===== src/rtl/srsd_pkg.sv =====
package srsd_pkg;
    typedef enum logic [1:0] {
        ST_IDLE = 2'd0,
        ST_PROG = 2'd1,
        ST_PART = 2'd2
    } scan_state_t;
endpackage


===== src/rtl/srsd_stage.sv =====
module srsd_stage #(
    parameter bit HAS_MARK = 1'b1
) (
    input  logic clk,
    input  logic rst_n,
    input  logic tick,
    input  logic chain_in,
    input  logic pass_en,
    input  logic launch,
    input  logic mark_wr,
    input  logic mark_clr,
    output logic gate_o,
    output logic mark_o
);
    logic gate_q;
    logic gate_d;

    generate
        if (HAS_MARK) begin : g_mark
            logic mark_q;
            always_ff @(posedge clk or negedge rst_n) begin
                if (!rst_n) begin
                    mark_q <= 1'b0;
                end else if (mark_clr) begin
                    mark_q <= 1'b0;
                end else if (mark_wr && chain_in) begin
                    mark_q <= 1'b1;
                end
            end
            assign mark_o = mark_q;
            always_comb gate_d = (chain_in && pass_en) || (mark_q && launch);
        end else begin : g_plain
            assign mark_o = 1'b0;
            always_comb gate_d = chain_in;
        end
    endgenerate

    always_ff @(posedge clk or negedge rst_n) begin
        if (!rst_n) begin
            gate_q <= 1'b0;
        end else if (tick) begin
            gate_q <= gate_d;
        end
    end

    assign gate_o = gate_q;
endmodule


===== src/rtl/srsd_ctrl.sv =====
module srsd_ctrl
    import srsd_pkg::*;
(
    input  logic        clk,
    input  logic        rst_n,
    input  logic        tick,
    input  logic        start,
    input  logic        data,
    input  logic        oe,
    input  logic        any_gate,
    input  logic        any_mark,
    output logic        mark_wr,
    output logic        mark_clr,
    output logic        launch,
    output scan_state_t state_o
);
    scan_state_t state_q;
    scan_state_t state_d;
    logic        take_start;
    logic        take_launch;

    always_comb begin
        take_start  = tick && start;
        take_launch = tick && data && !oe;
    end

    always_comb begin
        state_d = state_q;
        unique case (state_q)
            ST_IDLE: begin
                if (take_start) begin
                    state_d = ST_PROG;
                end else if (take_launch && any_mark) begin
                    state_d = ST_PART;
                end
            end
            ST_PROG: begin
                if (!take_start && !any_gate) begin
                    state_d = ST_IDLE;
                end
            end
            ST_PART: begin
                if (take_start) begin
                    state_d = ST_PROG;
                end else if (!any_gate && !take_launch) begin
                    state_d = ST_IDLE;
                end
            end
            default: state_d = ST_IDLE;
        endcase
    end

    always_ff @(posedge clk or negedge rst_n) begin
        if (!rst_n) begin
            state_q <= ST_IDLE;
        end else begin
            state_q <= state_d;
        end
    end

    always_comb begin
        mark_clr = take_start;
        mark_wr  = 1'b0;
        launch   = take_launch;
        unique case (state_q)
            ST_PROG: mark_wr = tick && data && oe;
            ST_IDLE, ST_PART: mark_wr = 1'b0;
            default: mark_wr = 1'b0;
        endcase
    end

    assign state_o = state_q;
endmodule


===== src/rtl/srsd_top.sv =====
module srsd_top
    import srsd_pkg::*;
#(
    parameter int ROWS = 16
) (
    input  logic            clk,
    input  logic            rst_n,
    input  logic            line_tick_i,
    input  logic            start_i,
    input  logic            data_i,
    input  logic            oe_i,
    output logic [ROWS-1:0] gate_o
);
    localparam int LAST = ROWS - 1;

    logic [ROWS-1:0] gate_q;
    logic [ROWS-1:0] mark_q;
    logic            mark_wr;
    logic            mark_clr;
    logic            launch;
    scan_state_t     state_q;

    srsd_ctrl u_ctrl (
        .clk      (clk),
        .rst_n    (rst_n),
        .tick     (line_tick_i),
        .start    (start_i),
        .data     (data_i),
        .oe       (oe_i),
        .any_gate (|gate_q),
        .any_mark (|mark_q),
        .mark_wr  (mark_wr),
        .mark_clr (mark_clr),
        .launch   (launch),
        .state_o  (state_q)
    );

    generate
        for (genvar r = 0; r < ROWS; r++) begin : g_row
            if (r == 0) begin : g_head
                srsd_stage #(.HAS_MARK(1'b0)) u_stage (
                    .clk      (clk),
                    .rst_n    (rst_n),
                    .tick     (line_tick_i),
                    .chain_in (start_i),
                    .pass_en  (1'b1),
                    .launch   (1'b0),
                    .mark_wr  (1'b0),
                    .mark_clr (1'b0),
                    .gate_o   (gate_q[r]),
                    .mark_o   (mark_q[r])
                );
            end else begin : g_body
                srsd_stage #(.HAS_MARK(1'b1)) u_stage (
                    .clk      (clk),
                    .rst_n    (rst_n),
                    .tick     (line_tick_i),
                    .chain_in (gate_q[r-1]),
                    .pass_en  (oe_i),
                    .launch   (launch),
                    .mark_wr  (mark_wr),
                    .mark_clr (mark_clr),
                    .gate_o   (gate_q[r]),
                    .mark_o   (mark_q[r])
                );
            end
        end
    endgenerate

    assign gate_o = gate_q;

    logic unused_last;
    assign unused_last = gate_q[LAST] & 1'b0;
endmodule


===== config.mk =====
export PLATFORM = sky130hd
export DESIGN_NAME = srsd_top
export DESIGN_NICKNAME = d
export VERILOG_FILES = /design/src/rtl/srsd_pkg.sv /design/src/rtl/srsd_stage.sv /design/src/rtl/srsd_ctrl.sv /design/src/rtl/srsd_top.sv
export SDC_FILE = /design/constraint.sdc
export NUM_CORES = 1
export LEC_CHECK = 0
export ABC_CLOCK_PERIOD_IN_PS = 1090
export BUFFER_PORTS_ARGS = -buffer_cell sky130_fd_sc_hd__buf_2
export CAP_MARGIN = 20
export CORE_MARGIN = 4
export CORE_UTILIZATION = 51
export DETAILED_ROUTE_END_ITERATION = 16
export PLACE_DENSITY = 0.8
export SYNTH_ARGS = -nofsm -noshare
export SYNTH_HDL_FRONTEND = slang
export SYNTH_SLANG_ARGS = --single-unit
export TNS_END_PERCENT = 1

===== constraint.sdc =====
create_clock -name clk -period 1.09 [get_ports clk]
set_input_delay 0.109 -clock clk [delete_from_list [all_inputs] [get_ports clk]]
set_output_delay 0.109 -clock clk [all_outputs]
set_load 0.02 [all_outputs]

== After elaboration in Yosys (flattened, before gate mapping) ==
Cells that the tools add are included.

* Register bits after elaboration: 33
* Input bits: 6
* Word-level logic and storage cells: 164

* Equal/unequal tests: 5
* Muxes and demuxes: 37
* Reductions and logical operators: 90

{| class="wikitable"
|+ Operators with widths
! operator !! count
|-
| $logic_and 1x1->1 || 52
|-
| $mux 1 || 31
|-
| $reduce_bool 2->1 || 15
|-
| $reduce_or 16->1 || 1
|-
| $logic_or 1x1->1 || 15
|-
| $reduce_or 15->1 || 1
|-
| $mux 2 || 5
|-
| $ne 3x1->1 const B || 2
|-
| $pmux 2 s3 || 1
|-
| $logic_not 1->1 || 4
|-
| $reduce_and 3->1 || 1
|-
| $eq 2x1->1 const B || 1
|-
| $eq 2x2->1 const B || 1
|-
| $logic_not 2->1 || 1
|-
| $ne 2x1->1 const B || 1
|}

== Longest topological paths before layout ==
* Depth in word-level cells: 7
* Depth in mapped cells: 6

== Cells and area by module ==
Synthesis repeated with hierarchy kept, for this count alone.

* Cell total of the unflattened synthesis: 134
* Area, all modules: 1378.8 um2

{| class="wikitable"
|+ By module, submodules not included
! module !! instances !! cells each !! area an instance (um2) !! sequential area each (um2)
|-
| srsd_stage (g_row[10].g_body.u_stage ...) || 15 || 7 || 75.1 || 50.0
|-
| srsd_ctrl || 1 || 13 || 131.4 || 50.0
|-
| srsd_top || 1 || 12 || 70.1 || 0.0
|-
| srsd_stage (g_row[0].g_head.u_stage) || 1 || 4 || 51.3 || 25.0
|}

== Worst setup path after synthesis ==
No wires, ideal clock.

* Kind: register to register
* Start point: reg g_row[6].g_body.u_stage.gate_q
* End point: reg u_ctrl.state_q[1] (netlist: u_ctrl.state_o[1])
* Library setup time: 0.122 ns
* Arrival: 1.017 ns
* Data required time: 0.968 ns
* Path slack: -0.048 ns
* Cell stages (with the launch flop): 4
* Clock period less this slack: 1.138 ns
* Cell sequence: dfrtp_1 -> nor4_1 -> nand4_1 -> o2111a_1

* Cells in the longest elaborated chain, start to end: 5
* Elaborated cells between the ends (all ways): 7

{| class="wikitable"
|+ Ends and longest elaborated chain
! item !! RTL line !! text
|-
| start, declared || srsd_stage.sv:15 || <nowiki>logic gate_q;</nowiki>
|-
| start signal, assigned || srsd_stage.sv:42 || <nowiki>gate_q <= gate_d;</nowiki>
|-
| $reduce_or 16->1 * || srsd_top.sv:30 || <nowiki>.any_gate (|gate_q),</nowiki>
|-
| $logic_not 1->1 * || srsd_ctrl.sv:38, srsd_ctrl.sv:45 ||
|-
| $logic_and 1x1->1, on equally long branches || srsd_ctrl.sv:45, srsd_ctrl.sv:38 ||
|-
| $ne 3x1->1 (no source line) / $ne 2x1->1 (equally long branches) || - ||
|-
| $reduce_and 3->1 (no source line) * || - ||
|-
| end signal, assigned || srsd_ctrl.sv:57 || <nowiki>state_q <= state_d;</nowiki>
|-
| end, declared || srsd_ctrl.sv:17 || <nowiki>scan_state_t state_q;</nowiki>
|}

Mark *: on every way between the ends. The rest lies on a longest branch, timed or not.
A chain may end at the register's enable or synchronous reset.

== Worst setup path after layout ==
* Start point: reg g_row[0].g_head.u_stage.gate_q
* End point: reg u_ctrl.state_q[1] (netlist: u_ctrl.state_o[1])

* Cells in the longest elaborated chain, start to end: 5
* Elaborated cells between the ends (all ways): 7

{| class="wikitable"
|+ Ends and longest elaborated chain
! item !! RTL line
|-
| start, declared || srsd_stage.sv:15
|-
| start signal, assigned || srsd_stage.sv:42
|-
| $reduce_or 16->1 * || srsd_top.sv:30
|-
| $logic_not 1->1 * || srsd_ctrl.sv:38, srsd_ctrl.sv:45
|-
| $logic_and 1x1->1, on equally long branches || srsd_ctrl.sv:45, srsd_ctrl.sv:38
|-
| $ne 3x1->1 (no source line) / $ne 2x1->1 (equally long branches) || -
|-
| $reduce_and 3->1 (no source line) * || -
|}

Marks and branches as above.

==> impl_metrics.py <==
metrics = {
    "synth": {
        "synth_warnings": 0,
        "synth-compound-area-share": 0.137,
        "syn_area_um2": 1640,
        "avgSynthCellArea_um2": 9.40,
        "synth_xor_area_frac": 0,
        "synthMuxAreaShare": 0.00689,
        "synth_fp_nets": 180,
        "netlist-cell-type-count": 18,
        "synthSimpleGateAreaFrac": 0.225,
        "synth_top_family_by_area": "simple AND/OR/NAND/NOR gates",
        "synth_cells": 174,
        "ys_seq_area_frac": 0.505,
        "synth_seq_cells": 33,
        "synth_adder_area_share": 0,
    },
    "floorplanning": {
        "pin_count": 22,
        "fp.dieH_um": 64.6,
        "initial_core_util": 0.536,
        "rows": 20,
        "core_um2": 3050,
        "die_x_um": 64.6,
        "die_area_um2": 4180,
    },
    "cells_and_area": {
        "register_area_um2": 826,
        "fin_area_um2": 2130,
        "finalNonFillerCells": 250,
        "drive_above_1_share": 0.325,
        "fin_nets": 212,
        "multiInputGateArea_um2": 632,
        "final_common_cell": "dfrtp_1",
        "final_cell_mix": "dfrtp_1, buf_6, nor2_1",
        "antenna_cells": 0,
        "fill_cells": 193,
        "syn_to_final_growth_pct": 30.1,
    },
    "placement": {
        "dp.cells": 242,
        "dp_hpwl_mm": 2.86,
        "dpl_cell_area_um2": 1870,
        "gp_congestion": 0.834,
        "post-place-ws_ns": -0.255,
        "port_buffers": 21,
    },
    "setup_path": {
        "critPathMaxFanout": 2,
        "startpoint": "g_row[0].g_head.u_stage.gate_o",
        "cp-start-kind": "flip-flop",
        "worst_setup_path_end_kind": "flip-flop",
        "crit_type": "flip-flop to flip-flop",
        "reg2reg_depth": 3,
        "worst-endpoint-required_ns": 1.32,
        "worstReg2RegEnd": "u_ctrl.state_o[1]",
        "regToRegSetupSlack_ns": -0.27,
        "worstPathArrival_ns": 1.59,
        "reg2reg_from": "g_row[0].g_head.u_stage.gate_o",
    },
    "sta": {
        "slew_violations": 0,
        "skew_ns": 0.00908,
        "max_freq_ghz": 0.737,
        "final-setup-viol-count": 33,
        "slew-limit-headroom": 0.726,
        "fin_crit_sh": 1.25,
        "hold_viol": 0,
        "tightest_slew_ns": 0.412,
        "finalCriticalPeriod_ns": 1.36,
        "layout_setup_ws_ns": -0.267,
        "rsz0062_at_grt": "yes",
        "fin_tns_setup_ns": -1.54,
    },
    "grt": {
        "grtUsageTotal": 0.229,
        "grt_first_pass_wirelength_mm": 7.27,
        "grt_max_degree": 27,
        "antenna_found_initial": 0,
        "grt_overflow": 0,
        "first_global_vias": 1455,
    },
    "power": {
        "peakVddDrop_mv": 0.577,
        "p_per_area_nw_per_um2": 1460,
        "p_leak_nw": 0.949,
    },
    "clocking": {
        "clk_path_buf_depth": 2,
        "clk_pin_slew_ns": 0.10,
        "htreeDepth": 2,
        "cts_sinks": 33,
        "post_cts_buffers": 0,
        "cts_made_buffers": 5,
        "cts_root_buffer": "clkbuf_4",
        "cts_tree": "done",
        "worstSkewPairLatency_ns": 0.33,
    },
    "routing": {
        "ant_nets": 0,
        "routed_wl_mm": 4.74,
        "via_count": 1554,
        "wl_per_cell_um": 19.0,
        "drt_iter0_drc": 268,
        "drc": 0,
        "viasPerCell": 6.22,
        "dr.pass1.iters": 5,
    },
    "min_path": {
        "holdPathEnd": "g_row[0].g_head.u_stage.gate_o",
        "hp-class": "input port to flip-flop",
        "hp-start": "start_i",
        "whs_path_depth": 2,
    },
    "status": {
        "violations": "negative setup slack",
        "outcome": "complete, but fails checks",
    },
    "job": {
        "cap_violations": 0,
    },
}
==> cell usage after synthesis <==
| cell type | count | share of area |
|---|---|---|
| buf_6 | 3 | 0.021 |
| mux2_1 | 1 | 0.0069 |
| o2111a_1 | 1 | 0.0069 |
| o21bai_1 | 1 | 0.0046 |
| buf_2 | 3 | 0.0092 |
| a31oi_1 | 30 | 0.11 |
| buf_4 | 17 | 0.078 |
| dfrtp_1 | 33 | 0.50 |
| nand3b_1 | 15 | 0.069 |
| and2_1 | 1 | 0.0038 |
| nand2_1 | 16 | 0.037 |
| clkbuf_1 | 8 | 0.018 |
| and4b_1 | 1 | 0.0061 |
| nor2_1 | 31 | 0.071 |
| o21a_1 | 1 | 0.0046 |
| nand4_1 | 2 | 0.0076 |
| nor4_1 | 8 | 0.031 |
| a21oi_1 | 2 | 0.0061 |
==> per-layer routing <==
metal	track usage	share of wire
met5	0	0
met3	0.0468	0.11
met4	0.0633	0.041
met1	0.298	0.37
met2	0.385	0.48
==> cell families (layout without fill, tap and decap cells) <==
group / after synthesis / in the layout
AOI/OAI and AO/OA: 35 / 35
buffers and inverters: 31 / 63
DFF: 33 / 33
muxes: 1 / 1
and+or+nand+nor: 74 / 74
==> worst max-delay path by stage <==
stage                   endpoint  slack, ns  cells after the start
5_1_grt        u_ctrl.state_o[1]      -0.35                      3
2_1_floorplan  u_ctrl.state_o[1]      -0.05                      3
3_5_place_dp   u_ctrl.state_o[1]      -0.25                      3
4_1_cts        u_ctrl.state_o[1]      -0.22                      3
3_3_place_gp   u_ctrl.state_o[1]      -0.19                      3
6_report       u_ctrl.state_o[1]      -0.27                      3
==> where the power goes <==
part / total, mW / internal [mW] / switching (mW)
Combinational: 0.927 / 0.453 / 0.474
Clock: 0.707 / 0.302 / 0.405
Sequential: 1.47 / 1.35 / 0.121
Total: 3.11 / 2.11 / 1.00
==> worst max-delay path, stage by stage (launching register included) <==
cell,delay [ns]
dfrtp_1,0.41
nor4_2,0.32
nand4_1,0.24
o2111a_1,0.29
==> flip-flops by register name, summed over array words and instances (netlist names) <==
| signal | flops |
|---|---|
| g_row.g_body.u_stage.mark_o | 15 |
| u_ctrl.state_o | 2 |
| g_row.g_head.u_stage.gate_o | 1 |
| g_row.g_body.u_stage.gate_o | 15 |
==> per-stage QoR <==
step / hold slack [ns] / util / power [mW]
3_3_place_gp: 0.0498 / 0.612 / 2.16
5_1_grt: 0.0356 / 0.697 / 3.25
6_report: 0.0555 / 0.697 / 3.11
2_1_floorplan: -0.187 / - / 1.92
3_5_place_dp: 0.0519 / 0.612 / 2.19
4_1_cts: 0.0547 / 0.687 / 3.02
==> area by class of cell <==
type,count,area share
clock inverters,1,0.00353
clock buffers,6,0.0241
multi-input cells,110,0.297
well taps,44,0.0259
flip-flops and latches,33,0.388
repair buffers,56,0.261
==> what timing repair did <==
| action | CTS | global route |
|---|---|---|
| pin swaps | 8 | 2 |
| hold buffers | 1 | 0 |
| gates resized for setup | 47 | 7 |
| endpoints found under the setup margin | 33 | 33 |
| hold endpoints to repair | 16 | 0 |
Note: power is estimated with default switching activity, not from simulation.
